<file path="config.mk">
export PLATFORM = sky130hd
export DESIGN_NAME = idx_remap
export DESIGN_NICKNAME = d
export VERILOG_FILES = /design/src/rtl/idx_remap_pkg.sv /design/src/rtl/idx_remap_classify.sv /design/src/rtl/idx_remap_opmap.sv /design/src/rtl/idx_remap_addr.sv /design/src/rtl/idx_remap.sv
export SDC_FILE = /design/constraint.sdc
export NUM_CORES = 1
export LEC_CHECK = 0
export ABC_CLOCK_PERIOD_IN_PS = 13910
export BUFFER_PORTS_ARGS = -buffer_cell sky130_fd_sc_hd__buf_4
export CAP_MARGIN = 5
export CORE_MARGIN = 2
export CORE_UTILIZATION = 50
export DETAILED_ROUTE_END_ITERATION = 6
export PLACE_DENSITY_LB_ADDON = 0.1
export SYNTH_ARGS = -nofsm -noshare
export SYNTH_HDL_FRONTEND = slang
export SYNTH_SLANG_ARGS = --single-unit
</file>
<file path="constraint.sdc">
create_clock -name clk -period 13.91 [get_ports clk]
set_clock_uncertainty 0.05 [all_clocks]
set_input_delay 0.6955 -clock clk [delete_from_list [all_inputs] [get_ports clk]]
set_output_delay 0.6955 -clock clk [all_outputs]
set_load 0.01 [all_outputs]
</file>
<file path="src/rtl/idx_remap_pkg.sv">
package idx_remap_pkg;
  localparam logic [7:0] PFX_X  = 8'hDD;
  localparam logic [7:0] PFX_Y  = 8'hFD;
  localparam logic [7:0] PG_BIT = 8'hCB;
  localparam logic [7:0] PG_EXT = 8'hED;

  localparam logic [1:0] IDX_NONE = 2'd0;
  localparam logic [1:0] IDX_X    = 2'd1;
  localparam logic [1:0] IDX_Y    = 2'd2;

  localparam logic [1:0] K_PFX  = 2'd0;
  localparam logic [1:0] K_MAIN = 2'd1;
  localparam logic [1:0] K_BIT  = 2'd2;
  localparam logic [1:0] K_EXT  = 2'd3;

  localparam logic [3:0] OPR_NONE = 4'd15;

  typedef enum logic [2:0] {
    ST_OP, ST_BITOP, ST_EXTOP, ST_XDISP, ST_XOP, ST_DISP, ST_IMM
  } st_e;

  typedef struct packed {
    logic       use_y;
    logic       use_z;
    logic       use_pair;
    logic [1:0] imm_n;
  } cls_t;
endpackage

</file>
<file path="src/rtl/idx_remap_classify.sv">
module idx_remap_classify
  import idx_remap_pkg::*;
(
  input  logic [7:0] op,
  input  logic       ext_page,
  output cls_t       cls
);
  logic [1:0] x;
  logic [2:0] y, z;
  assign x = op[7:6];
  assign y = op[5:3];
  assign z = op[2:0];

  always_comb begin
    cls = '0;
    if (ext_page) begin
      cls.imm_n = (x == 2'd1 && z == 3'd3) ? 2'd2 : 2'd0;
    end else begin
      case (x)
        2'd0: begin
          case (z)
            3'd0: cls.imm_n = (y >= 3'd2) ? 2'd1 : 2'd0;
            3'd1: begin
              if (y[0]) cls.use_pair = 1'b1;
              else begin
                cls.imm_n    = 2'd2;
                cls.use_pair = (y[2:1] == 2'd2);
              end
            end
            3'd2: begin
              cls.imm_n    = y[2] ? 2'd2 : 2'd0;
              cls.use_pair = (y[2:1] == 2'd2);
            end
            3'd3: cls.use_pair = (y[2:1] == 2'd2);
            3'd4, 3'd5: cls.use_y = 1'b1;
            3'd6: begin
              cls.use_y = 1'b1;
              cls.imm_n = 2'd1;
            end
            default: ;
          endcase
        end
        2'd1: begin
          cls.use_y = (op != 8'h76);
          cls.use_z = (op != 8'h76);
        end
        2'd2: cls.use_z = 1'b1;
        default: begin
          case (z)
            3'd1: cls.use_pair = (op == 8'hE1) || (op == 8'hE9) || (op == 8'hF9);
            3'd2, 3'd4: cls.imm_n = 2'd2;
            3'd3: begin
              cls.imm_n    = (y == 3'd0) ? 2'd2 :
                             (y == 3'd2 || y == 3'd3) ? 2'd1 : 2'd0;
              cls.use_pair = (op == 8'hE3);
            end
            3'd5: begin
              cls.use_pair = (op == 8'hE5);
              cls.imm_n    = (op == 8'hCD) ? 2'd2 : 2'd0;
            end
            3'd6: cls.imm_n = 2'd1;
            default: ;
          endcase
        end
      endcase
    end
  end
endmodule

</file>
<file path="src/rtl/idx_remap_opmap.sv">
module idx_remap_opmap
  import idx_remap_pkg::*;
(
  input  logic [2:0] fld,
  input  logic [1:0] idx,
  input  logic       keep_hl,
  output logic [3:0] code
);
  always_comb begin
    code = {1'b0, fld};
    if (idx != IDX_NONE) begin
      if (fld == 3'd6)
        code = {3'b110, idx == IDX_Y};
      else if (fld[2:1] == 2'b10 && !keep_hl)
        code = {2'b10, idx == IDX_Y, fld[0]};
    end
  end
endmodule

</file>
<file path="src/rtl/idx_remap_addr.sv">
module idx_remap_addr #(
  parameter int AW = 16
) (
  input  logic [AW-1:0] base,
  input  logic [7:0]    disp,
  output logic [AW-1:0] addr
);
  localparam int EXT_W = AW - 8;
  assign addr = base + {{EXT_W{disp[7]}}, disp};
endmodule

</file>
<file path="src/rtl/idx_remap.sv">
module idx_remap
  import idx_remap_pkg::*;
#(
  parameter int ADDR_W = 16
) (
  input  logic              clk,
  input  logic              rst,
  input  logic              in_valid,
  output logic              in_ready,
  input  logic [7:0]        in_byte,
  input  logic [ADDR_W-1:0] hl_val,
  input  logic [ADDR_W-1:0] ix_val,
  input  logic [ADDR_W-1:0] iy_val,
  output logic              dec_valid,
  output logic [1:0]        dec_kind,
  output logic [7:0]        dec_op,
  output logic [1:0]        dec_idx,
  output logic              dec_pfx_nop,
  output logic [3:0]        dec_dst,
  output logic [3:0]        dec_src,
  output logic              dec_mem,
  output logic [ADDR_W-1:0] dec_addr,
  output logic [7:0]        dec_disp,
  output logic [15:0]       dec_imm
);
  st_e        state;
  logic [1:0] pfx_q;
  logic       ext_q, rdy_q, imm_pos_q;
  logic [7:0] op_q, disp_q, imm_lo_q;
  logic [1:0] imm_left_q;

  logic       acc, op_state, cur_ext, touch, mem_main, mem_any;
  logic [7:0] cur_op, disp_eff;
  logic [1:0] app_idx, cur_kind, fin_idx;
  cls_t       cls;
  logic [3:0] fmap [2];
  logic [3:0] fin_dst, fin_src, bit_mem;
  logic [ADDR_W-1:0] base, addr_idx, fin_addr;
  logic [7:0]  fin_disp;
  logic [15:0] fin_imm;

  assign in_ready = rdy_q;
  assign acc      = in_valid && rdy_q;
  assign op_state = (state == ST_OP) || (state == ST_EXTOP) ||
                    (state == ST_BITOP) || (state == ST_XOP);
  assign cur_op   = op_state ? in_byte : op_q;
  assign cur_ext  = (state == ST_EXTOP) || ext_q;

  idx_remap_classify u_cls (.op(cur_op), .ext_page(cur_ext), .cls(cls));

  assign touch    = cls.use_pair ||
                    (cls.use_y && (cur_op[5:4] == 2'b10 || cur_op[5:3] == 3'd6)) ||
                    (cls.use_z && (cur_op[2:1] == 2'b10 || cur_op[2:0] == 3'd6));
  assign mem_main = (cls.use_y && cur_op[5:3] == 3'd6) || (cls.use_z && cur_op[2:0] == 3'd6);
  assign app_idx  = touch ? pfx_q : IDX_NONE;

  genvar g;
  for (g = 0; g < 2; g++) begin : g_fld
    idx_remap_opmap u_map (
      .fld     (g == 0 ? cur_op[5:3] : cur_op[2:0]),
      .idx     (app_idx),
      .keep_hl (mem_main),
      .code    (fmap[g])
    );
  end

  assign cur_kind = (state == ST_BITOP || state == ST_XOP) ? K_BIT :
                    cur_ext ? K_EXT : K_MAIN;
  assign disp_eff = (state == ST_DISP) ? in_byte : disp_q;
  assign bit_mem  = {3'b110, pfx_q == IDX_Y};

  always_comb begin
    case (cur_kind)
      K_BIT: begin
        fin_idx = pfx_q;
        mem_any = (cur_op[2:0] == 3'd6) || (pfx_q != IDX_NONE);
        fin_src = (pfx_q != IDX_NONE) ? bit_mem : {1'b0, cur_op[2:0]};
        fin_dst = (pfx_q != IDX_NONE && cur_op[2:0] == 3'd6) ? bit_mem : {1'b0, cur_op[2:0]};
      end
      K_EXT: begin
        fin_idx = IDX_NONE;
        mem_any = 1'b0;
        fin_src = OPR_NONE;
        fin_dst = OPR_NONE;
      end
      default: begin
        fin_idx = app_idx;
        mem_any = mem_main;
        fin_dst = cls.use_y ? fmap[0] : OPR_NONE;
        fin_src = cls.use_z ? fmap[1] : OPR_NONE;
      end
    endcase
  end

  assign base = (fin_idx == IDX_Y) ? iy_val : ix_val;
  idx_remap_addr #(.AW(ADDR_W)) u_addr (.base(base), .disp(disp_eff), .addr(addr_idx));

  assign fin_addr = !mem_any ? '0 : (fin_idx != IDX_NONE) ? addr_idx : hl_val;
  assign fin_disp = (mem_any && fin_idx != IDX_NONE) ? disp_eff : 8'h00;
  assign fin_imm  = (state != ST_IMM) ? 16'h0000 :
                    imm_pos_q ? {in_byte, imm_lo_q} : {8'h00, in_byte};

  always_ff @(posedge clk) begin
    if (rst) begin
      state <= ST_OP;  pfx_q <= IDX_NONE;  ext_q <= 1'b0;  rdy_q <= 1'b0;
      op_q <= '0;  disp_q <= '0;  imm_lo_q <= '0;  imm_pos_q <= 1'b0;  imm_left_q <= '0;
      dec_valid <= 1'b0;  dec_kind <= K_PFX;  dec_op <= '0;  dec_idx <= IDX_NONE;
      dec_pfx_nop <= 1'b0;  dec_dst <= OPR_NONE;  dec_src <= OPR_NONE;  dec_mem <= 1'b0;
      dec_addr <= '0;  dec_disp <= '0;  dec_imm <= '0;
    end else begin
      logic emit;
      emit      = 1'b0;
      rdy_q     <= 1'b1;
      dec_valid <= 1'b0;
      if (acc) begin
        case (state)
          ST_OP: begin
            if (in_byte == PFX_X || in_byte == PFX_Y) begin
              if (pfx_q != IDX_NONE) begin
                dec_valid <= 1'b1;  dec_kind <= K_PFX;
                dec_op <= (pfx_q == IDX_X) ? PFX_X : PFX_Y;
                dec_idx <= IDX_NONE;  dec_pfx_nop <= 1'b1;
                dec_dst <= OPR_NONE;  dec_src <= OPR_NONE;  dec_mem <= 1'b0;
                dec_addr <= '0;  dec_disp <= '0;  dec_imm <= '0;
              end
              pfx_q <= (in_byte == PFX_X) ? IDX_X : IDX_Y;
            end else if (in_byte == PG_BIT) begin
              disp_q <= '0;
              state  <= (pfx_q != IDX_NONE) ? ST_XDISP : ST_BITOP;
            end else if (in_byte == PG_EXT) begin
              ext_q <= 1'b1;
              state <= ST_EXTOP;
            end else begin
              op_q <= in_byte;  disp_q <= '0;  imm_pos_q <= 1'b0;
              if (mem_main && app_idx != IDX_NONE) state <= ST_DISP;
              else if (cls.imm_n != 2'd0) begin
                imm_left_q <= cls.imm_n;  state <= ST_IMM;
              end else emit = 1'b1;
            end
          end
          ST_EXTOP: begin
            op_q <= in_byte;  imm_pos_q <= 1'b0;
            if (cls.imm_n != 2'd0) begin
              imm_left_q <= cls.imm_n;  state <= ST_IMM;
            end else emit = 1'b1;
          end
          ST_XDISP: begin
            disp_q <= in_byte;
            state  <= ST_XOP;
          end
          ST_DISP: begin
            disp_q <= in_byte;
            if (cls.imm_n != 2'd0) begin
              imm_left_q <= cls.imm_n;  state <= ST_IMM;
            end else emit = 1'b1;
          end
          ST_IMM: begin
            if (imm_left_q == 2'd1) emit = 1'b1;
            else begin
              imm_lo_q <= in_byte;  imm_pos_q <= 1'b1;  imm_left_q <= imm_left_q - 2'd1;
            end
          end
          default: emit = 1'b1;
        endcase
        if (emit) begin
          dec_valid <= 1'b1;  dec_kind <= cur_kind;  dec_op <= cur_op;
          dec_idx <= fin_idx;  dec_pfx_nop <= (pfx_q != IDX_NONE) && (fin_idx == IDX_NONE);
          dec_dst <= fin_dst;  dec_src <= fin_src;  dec_mem <= mem_any;
          dec_addr <= fin_addr;  dec_disp <= fin_disp;  dec_imm <= fin_imm;
          state <= ST_OP;  pfx_q <= IDX_NONE;  ext_q <= 1'b0;
        end
      end
    end
  end

  // Assertions next to the outputs they guard
  assert_reset_quiet_R1: assert property (@(posedge clk)
    $past(rst) |-> !dec_valid);
  assert_plain_codes_R2: assert property (@(posedge clk) disable iff (rst)
    (dec_valid && dec_idx == IDX_NONE) |->
      ((dec_dst < 4'd8 || dec_dst == OPR_NONE) && (dec_src < 4'd8 || dec_src == OPR_NONE)));
  assert_x_codes_R3: assert property (@(posedge clk) disable iff (rst)
    (dec_valid && dec_idx == IDX_X) |->
      !(dec_dst inside {4'd10, 4'd11, 4'd13}) && !(dec_src inside {4'd10, 4'd11, 4'd13}));
  assert_mem_keeps_hl_R4: assert property (@(posedge clk) disable iff (rst)
    (dec_valid && dec_kind == K_MAIN && (dec_dst inside {4'd12, 4'd13} || dec_src inside {4'd12, 4'd13}))
      |-> !(dec_dst inside {[4'd8:4'd11]}) && !(dec_src inside {[4'd8:4'd11]}));
  assert_nop_no_idx_R5: assert property (@(posedge clk) disable iff (rst)
    (dec_valid && dec_pfx_nop) |-> dec_idx == IDX_NONE);
  assert_chain_strobe_R6: assert property (@(posedge clk) disable iff (rst)
    (dec_valid && dec_kind == K_PFX) |-> (dec_pfx_nop && (dec_op == PFX_X || dec_op == PFX_Y)));
  assert_bit_indexed_R9: assert property (@(posedge clk) disable iff (rst)
    (dec_valid && dec_kind == K_BIT && dec_idx != IDX_NONE) |-> (dec_mem && dec_src inside {4'd12, 4'd13}));
  assert_strobe_after_byte_R11: assert property (@(posedge clk) disable iff (rst)
    dec_valid |-> $past(in_valid && in_ready));
endmodule

</file>
Word level (Yosys, flattened, before mapping):

Cells that the tools add are included.

* reduce and logical (&&, ||, !) cells: 62
* add/subtract/negate cells: 2
* mux-type cells: 126
* equal/unequal tests: 47
* bitwise operators: 2
* order comparisons: 1

Operator list (number)
* $mux W16: 10
* $mux W8: 17
* $eq A8 B8 Y1 const B: 10
* $mux W4: 15
* $mux W2: 25
* $mux W1: 34
* $pmux W8 S2: 2
* $eq A3 B3 Y1 const B: 7
* $mux W3: 7
* $reduce_bool A2 Y1: 10
* $eq A3 B2 Y1 const B: 6
* $add A16 B16 Y16: 1
* $eq A2 B2 Y1 const B: 8
* $pmux W2 S4: 2
* $pmux W4 S2: 2
* $logic_or A1 B1 Y1: 15
* $logic_and A1 B1 Y1: 12
* $reduce_or A2 Y1: 6
* $ne A2 B2 Y1 const B: 5
* $reduce_and A5 Y1: 2
* $logic_not A3 Y1: 3
* $pmux W3 S3: 1
* $reduce_and A3 Y1: 3
* $ne A8 B7 Y1 const B: 1
* other kinds (23): 36

* output and inout bits: 64
* input port bits: 59
* logic and storage cells: 260
* bits in registers: 97

Logic depth before layout (Yosys ltp):

Gate-level depths: netlist (run 1).

* depth in word-level cells: 27
* gate-level depth with buffers: 24
* depth with buffers taken out: 22

Hierarchy:

A second synthesis (run 1) with hierarchy kept.

* cells, all modules: 718
* area, all modules: 5962.0 µm²

Modules (own cells, without submodules)
* idx_remap: times used 1, sequential area each 1941.9 µm², area an instance 4745.8 µm², cells each 561
* idx_remap_addr: times used 1, sequential area each 0.0 µm², area an instance 726.9 µm², cells each 90
* idx_remap_classify: times used 1, sequential area each 0.0 µm², area an instance 334.1 µm², cells each 47
* idx_remap_opmap: times used 2, sequential area each 0.0 µm², area an instance 77.6 µm², cells each 10

Least setup slack after synthesis (run 1):

No wires, ideal clock.

* kind: register to register
* start: reg state[1]
* end: reg dec_addr[15]
* library setup time: 0.079 ns
* data required time: 13.781 ns
* data arrival time: 5.500 ns
* period minus slack after synthesis: 5.629 ns
* path buffers: 3
* path slack: 8.281 ns
* cell stages (with the launch flop): 23
* cells stage by stage: dfxtp_1 buf_6 maj3_2 buf_6 mux2_2 inv_1 ha_1 o31a_1 a221o_1 o31ai_4 buf_2 mux2_2 ha_1 a211oi_1 o21bai_1 o31ai_1 o21ai_0 o41ai_1 o21ai_0 nand3_1 nand2_1 or4_1 o211ai_1

* cells in the longest elaborated chain, start to end: 25
* elaborated cells on any way between the ends: 104
* those cells by class: add/sub: 1; order compare: 1; eq/ne: 29; mux: 37; reduce/logical: 36

RTL lines
* start, declared: line idx_remap.sv:26 `st_e state;`
* start signal, assigned: line idx_remap.sv:129 `state <= (pfx_q != IDX_NONE) ? ST_XDISP : ST_BITOP;`
* branches (longest 25 deep; another with $mux W8)
* end signal, assigned: line idx_remap.sv:169 `dec_addr <= fin_addr; dec_disp <= fin_disp; dec_imm <= fin_imm;`
* end, declared: line idx_remap.sv:22 `output logic [ADDR_W-1:0] dec_addr,`

Several ways; the timed one is not identified. The select of a mux whose other input is x is not followed.
A chain may end at the register's enable or synchronous reset.

Final worst setup path (run 1):

Ends and elaborated chain as after synthesis.

==> results.txt, run 1 <==
----------------------------------------------------
[Setup path]
  Most common cell type on the critical path ... o21ai_0
  Cell with the largest stage delay on the worst path ... mux2i_1
  Endpoint class of the critical path ... flip-flop
  Start-to-end type of the worst setup path ... reg -> reg
  Maximum single-stage delay on the critical path ... 0.90 ns
  Kind of cell adding the most delay to the critical path ... compound AO/OA/AOI/OAI gates
  Type of origin of the critical path ... flip-flop
  Data required time at the worst endpoint ... 14.14 ns
  Data arrival at the endpoint of the critical path ... 7.51 ns
  Ordered list of cells on the worst path ... maj3_2 -> mux2i_1 -> nand3_4 -> o31a_1 -> a221o_1 -> o31ai_4 -> mux2_2 -> ha_1 -> a211oi_1 -> o21bai_1 -> o31ai_1 -> o21ai_0 -> o41ai_1 -> o21ai_0 -> nand3_1 -> nand2_1 -> or4_1 -> o211ai_1
  Worst path buffer plus inverter count ... 0
  Largest fanout on the critical path ... 16

[Finish]
  Fraction of final layout cells with drive strength greater than 1 ... 24.30%
  Layout overhead on the synthesized area ... 19.14%
  Final nets ... 869
  Final antenna diode count ... 0
  Share of the core filled with cells in the final layout ... 61.56%

[Floorplanning]
  Die width ... 113.3 um
  IO Count ... 123
  Initial standard-cell utilization of the core ... between 50 and 60%
  DIE HEIGHT ... ~110 um
  Floorplan row count ... 39
  Floorplan die area ... approximately 13,000 um^2
  CORE AREA ... 11,560 um^2

[CTS]
  Insertion delay of the later-clocked pin in the worst-skew pair ... 0.36 ns
  Maximum buffer depth of the clock tree ... 2
  Sink Count ... 97
  Hold-fix buffer count after cts ... 0
  H-tree depth ... 3
  CTS tree ... built
  Post-CTS setup-driven buffer insertion count ... 0
  Clock input transition at the sequential cells of the worst setup and hold paths ... 0.07 ns
  CTS Buf Count ... 9
  Clock Root Buffer ... clkbuf_16
  Post-CTS resize count ... 0

[Logic synthesis]
  Synth Net Count ... 782
  Post-synthesis cell type count ... between 70 and 80
  Number of enable-type register cells in the synthesized netlist ... 0
  Sequential element share of the synthesized area ... 32.50%
  Cell type contributing the most total cell area after synthesis ... dfxtp_1
  Count of yosys warnings during synthesis ... 0
  Cells after Synth ... ~700
  Ranking of synthesized cells by instance count ... dfxtp_1 (97), nor2_1 (90), nand2_1 (54)
  Total standard cell area after synthesis ... between 5000 and 6000 um^2
  Main area contributors after synthesis ... dfxtp_1 (32%), nor2_1 (5.7%), mux2_2 (5.5%)
  Dominant cell by count in the synthesized netlist ... dfxtp_1
  Synthesized area per cell ... between 8 and 9 um^2
  Most used flip-flop cell after synthesis ... dfxtp_1
  FFs w/ async S/R, synth ... 0%
  Synth top area share ... 32.50%
  Flops & latches, synth ... 97

[Timing]
  Maximum frequency from static timing analysis ... 0.1372 GHz
  Final count of hold timing violations ... 0
  Post-Route Setup TNS ... 0 ns
  Slew at the pin closest to its max-slew limit ... 1.154 ns
  Minimum clock period ... about 7.3 ns
  Relative max-transition margin ... a little under a quarter
  Total setup violations reported at the end of the flow ... 0
  RSZ-0062 raised after global routing ... no
  Share of the cycle needed by the critical path after routing ... 52.38%
  Final-report max-slew violation count ... 0

[Global route]
  Initial antenna violation count ... 0
  Overall Global Routing Usage ... 28.37%
  Via count of the first global-routing pass ... 5,639
  Largest net degree at the start of global routing ... between 70 and 80
  Leftover overflow at the end of global routing ... 0
  First-pass GRT wire length ... a little under 30,000 um

[Power]
  Static leakage power ... between 0.002 and 0.003 uW
  Pwr/cell area ... roughly 88 nW/um^2
  Peak ir drop on the vdd network ... 0.00005625 V

[Placed design]
  Total half-perimeter wirelength after legalization and detailed placement ... 13,290 um
  Last weighted congestion value of the routability-driven placer ... ~0.93
  Port-buffer cells ... approximately 120

[Route]
  DR DRC count ... 0
  TritonRoute pass-1 iters ... 5
  Wirelength per Cell ... 19.43 um
  Average via count per standard cell ... roughly 6.2
  DRT antenna net count ... 0
  Final WL ... 18,130 um
  Initial DRC Count ... 373
  Via count ... ~5,800

[Worst hold path]
  Class of the worst hold path ... reg -> reg

[Outcome]
  Run status ... complete, no violations

[Flow run]
  Max-cap viol count ... 0

----------------------------------------------------
-- flip-flops by register name, indices dropped and copies added, names as in the netlist, 2 cells and up --
register and cells:
imm_left_q 2, dec_src 4, dec_addr 16, dec_idx 2, dec_imm 16, dec_disp 8, disp_q 8, imm_lo_q 8
dec_kind 2, dec_dst 4, dec_op 8, op_q 8, pfx_q 2, state 3
-- stage by stage --
step                      std cells  setup WS [ns]  hold slack, ns  power, uW  instance area, um^2
after floorplan                 698          8.281          0.3860      351.8                 5976
after global placement          917          7.131          0.3955      384.2                 6834
after detailed placement        917          6.825          0.3990      385.2                 6834
after CTS                       933          6.781          0.4086      629.8                 7119
after global routing            933          6.213          0.4212      650.3                 7119
final                           933          6.624          0.4097      627.7                 7119
-- cell type report --
| class | count | area [um^2] |
|---|---|---|
| Fill cell | 1049 | 4446 |
| Multi-Input combinational cell | 540 | 3737 |
| Sequential cell | 97 | 1942 |
| Timing Repair Buffer | 123 | 923.4 |
| Clock buffer | 11 | 242.7 |
| Tap cell | 143 | 178.9 |
| Inverter | 14 | 52.55 |
| Clock inverter | 5 | 42.54 |
-- layout by cell type, fill, tap and decap left out, types with 10 or more instances in the layout --
cell type  instances
a2bb2oi_1         15
xor2_1            10
nor3_1            18
mux2_2            29
o21ai_0           23
a211oi_1          10
mux2i_1           29
ha_1              24
buf_4            123
a21oi_1           51
inv_1             14
dfxtp_1           97
a22oi_1           16
nand3_1           23
nor2_1            90
nand2_1           54
a31oi_1           10
-- routing by layer --
| layer | GRT usage, % | vias up | routed length (um) |
|---|---|---|---|
| li1 | - | 2768 | - |
| met1 | 35.31 | 2790 | 7850 |
| met2 | 47.98 | 208 | 8798 |
| met3 | 4.606 | 43 | 918 |
| met4 | 13.33 | 0 | 562 |
| met5 | 0 | - | 0 |
-- cells by family after synthesis --
kind of cell    count (synthesis)  synth area share (%)
fa+ha+maj                      26                 5.549
buf+inv                        61                 4.962
flops                          97                 32.50
mux                            61                 11.18
compound gates                206                 25.06
simple gates                  233                 18.70
xor+xnor                       14                 2.052
-- worst reg2reg max path, delay by kind of cell (launching register included) --
kind            cells  cell delay (ns)
compound gates     10             3.41
fa+ha+maj           2             0.89
flops               1             0.67
mux                 2             1.36
simple gates        4             0.82
-- report_power, final --
part	internal, uW	total [uW]	switching, uW
sequential	283	286	3.62
clock	129	248	118
combinational	37.8	93.7	55.9
-- path summary, 6_finish.rpt --
path	start	to	depth (start not counted)	slack [ns]
worst max-delay path	state[1]	dec_addr[15]	18	6.62
worst min register to register	imm_lo_q[5]	imm_lo_q[5]	2	0.41
worst min-delay path	imm_lo_q[5]	imm_lo_q[5]	2	0.41
worst max register to register	state[1]	dec_addr[15]	18	6.62
Note: power is estimated with default switching activity, not from simulation.
==> run 2, diff against run 1 <==
- ABC_AREA: unset -> 1
- ABC_CLOCK_PERIOD_IN_PS: 13910 -> 6900
- clock period: 13.91 -> 6.9 ns (I/O delays scaled with it)
==> run 2 against run 1 <==
Sequential share of layout area fell by 1.3 points. First-iteration DRC count rose by 2.7%. Hold slack got worse by 0.18 ns. Utilization rose by 0.28 points. Clock-buffer cell count fell by 1. Via count rose by 9.2%. Synthesized area rose by 4.5%. Wire length rose by 0.24%.
==> results.txt, run 2 <==
----------------------------------------------------
[Setup path]
  Start-to-end type of the worst setup path ... reg -> reg
  Data required time at the worst endpoint ... 7.06 ns
  Maximum single-stage delay on the critical path ... 0.57 ns
  Type of origin of the critical path ... flip-flop
  Most common cell type on the critical path ... nand2_1
  Largest fanout on the critical path ... 16
  Cell with the largest stage delay on the worst path ... nand2_1
  Endpoint class of the critical path ... flip-flop
  Data arrival at the endpoint of the critical path ... 5.66 ns

[Logic synthesis]
  Sequential element share of the synthesized area ... 31.10%
  Ranking of synthesized cells by instance count ... nand2_1 (240), dfxtp_1 (97), a21oi_1 (90)
  FFs w/ async S/R, synth ... 0%
  Total standard cell area after synthesis ... approximately 6200 um^2
  Synth Net Count ... ~980
  Most used flip-flop cell after synthesis ... dfxtp_1
  Flops & latches, synth ... 97
  Cells after Synth ... 895
  Synthesized area per cell ... 6.976 um^2
  Cell type contributing the most total cell area after synthesis ... dfxtp_1
  Main area contributors after synthesis ... dfxtp_1 (31%), nand2_1 (14%), a21oi_1 (7.2%)
  Post-synthesis cell type count ... 46
  Number of enable-type register cells in the synthesized netlist ... 0
  Synth top area share ... slightly above 30%
  Count of yosys warnings during synthesis ... 0
  Dominant cell by count in the synthesized netlist ... nand2_1

[Placed design]
  Post-Place Worst Slack ... 1.481 ns
  Last weighted congestion value of the routability-driven placer ... about 0.95
  Total half-perimeter wirelength after legalization and detailed placement ... 13,290 um
  Port-buffer cells ... 122

[Route]
  Initial DRC Count ... 383
  TritonRoute pass-1 iters ... 5
  Final WL ... between 15,000 and 20,000 um
  Wirelength per Cell ... 15.56 um
  DRT antenna net count ... 0
  Average via count per standard cell ... 5.432
  DR DRC count ... 0
  Via count ... 6,344

[Timing]
  Total setup violations reported at the end of the flow ... 0
  Post-Route Setup TNS ... 0 ns
  RSZ-0062 raised after global routing ... no
  Hold WS ... 0.2334 ns
  Minimum setup slack in the final design ... between 1 and 1.5 ns
  Maximum frequency from static timing analysis ... 0.1820 GHz
  Relative max-transition margin ... 37.49%
  Slew at the pin closest to its max-slew limit ... slightly above 0.9 ns
  Final-report max-slew violation count ... 0
  Minimum clock period ... 5.496 ns
  Final count of hold timing violations ... 0
  Share of the cycle needed by the critical path after routing ... 79.65%

[Global route]
  First-pass GRT wire length ... 29,660 um
  Initial antenna violation count ... 0
  Leftover overflow at the end of global routing ... 0
  Overall Global Routing Usage ... 28.15%
  Largest net degree at the start of global routing ... 68
  Via count of the first global-routing pass ... 5,937

[CTS]
  Post-CTS resize count ... 0
  Sink Count ... a little under 100
  Clock input transition at the sequential cells of the worst setup and hold paths ... 0.07 ns
  Hold-fix buffer count after cts ... 0
  Maximum buffer depth of the clock tree ... 2
  H-tree depth ... 3
  CTS Buf Count ... 9
  Insertion delay of the later-clocked pin in the worst-skew pair ... about 0.35 ns
  Post-CTS setup-driven buffer insertion count ... 0
  CTS tree ... built
  Clock Root Buffer ... clkbuf_16

[Floorplanning]
  Initial standard-cell utilization of the core ... 51.55%
  IO Count ... 123
  Die width ... 115.7 um
  CORE AREA ... 12,110 um^2
  Floorplan die area ... 13,400 um^2
  DIE HEIGHT ... 115.7 um
  Floorplan row count ... 40

[Finish]
  Final antenna diode count ... 0
  Biggest regs ... dec_addr: 16 flops, dec_imm: 16 flops
  Fraction of final layout cells with drive strength greater than 1 ... between 20% and 30%
  Most frequent standard cell in the layout excluding fill and tap cells ... nand2_1
  Layout overhead on the synthesized area ... 19.96%
  Final nets ... 1,080
  Final-layout fill cell count ... roughly 1,100
  Commonest non-fill, non-tap cells in the layout ... nand2_1 (240), buf_4 (124), dfxtp_1 (97), a21oi_1 (90), o21ai_0 (74)

[Power]
  Peak ir drop on the vdd network ... 0.0001565 V
  Static leakage power ... ~0.0033 uW
  Pwr/cell area ... 179.7 nW/um^2

[Worst hold path]
  Class of the worst hold path ... in -> reg

[Flow run]
  Max-cap viol count ... 0

[Outcome]
  Run status ... complete, no violations

----------------------------------------------------
-- run 2: critical path, delay by kind of cell (launching register included) --
kind            cells  cell delay, ns
fa+ha+maj           3            0.88
mux                 1            0.41
flops               1            0.44
buf+inv             2            0.23
simple gates       16            1.97
compound gates      6            1.18
xor+xnor            1            0.16
-- run 2: layout make-up --
| type | count | area [um^2] | share of cell area (%) |
|---|---|---|---|
| clock inverter | 5 | 88.84 | 1.186 |
| clock buffer | 10 | 239.0 | 3.191 |
| inverter | 70 | 265.3 | 3.542 |
| timing repair buffer | 124 | 930.9 | 12.43 |
| sequential | 97 | 1942 | 25.93 |
| multi-input combinational | 694 | 3814 | 50.92 |
| tap | 168 | 210.2 | 2.807 |
-- run 2: cell families after synthesis --
kind of cell             count (synthesis)  synth area share (%)
AND/OR/NAND/NOR                        433                 32.75
AO/OA/AOI/OAI                          207                 18.54
buffers and inverters                  104                 7.816
flip-flops                              97                 31.10
adder cells (fa/ha/maj)                 25                 5.130
multiplexers                            15                 2.705
XOR/XNOR                                14                 1.964
-- run 2: final timing paths --
| check | start | to | slack (ns) | cells after the start |
|---|---|---|---|---|
| max | state[2] | dec_addr[10] | 1.40 | 29 |
| min | in_byte[6] | disp_q[6] | 0.23 | 3 |
| max reg2reg | state[2] | dec_addr[10] | 1.40 | 29 |
| min reg2reg | imm_left_q[1] | imm_left_q[1] | 0.41 | 2 |
-- run 2: power by group --
group,internal (uW),switching [uW],leakage (uW),total (uW)
clock network,330,232,0.000161,561
registers,574,7.60,0.000787,581
logic,76.8,127,0.00235,203
-- run 2: per-layer routing --
metal	vias to the layer above	GRT usage (%)	wire [um]
met4	0	9.603	427
met5	-	0	0
met3	32	5.335	1119
met1	2899	37.99	8141
li1	3190	-	-
met2	223	45.42	8485
-- run 2: through the flow --
step	instances	power [uW]	cell area (um^2)	util, %
6_report	1168	1346	7490	61.84
5_1_grt	1168	1402	7490	61.84
4_1_cts	1168	1354	7490	61.84
3_5_place_dp	1153	796.1	7162	59.13
3_3_place_gp	1153	796.4	7162	59.13
2_1_floorplan	895	722.4	6243	-
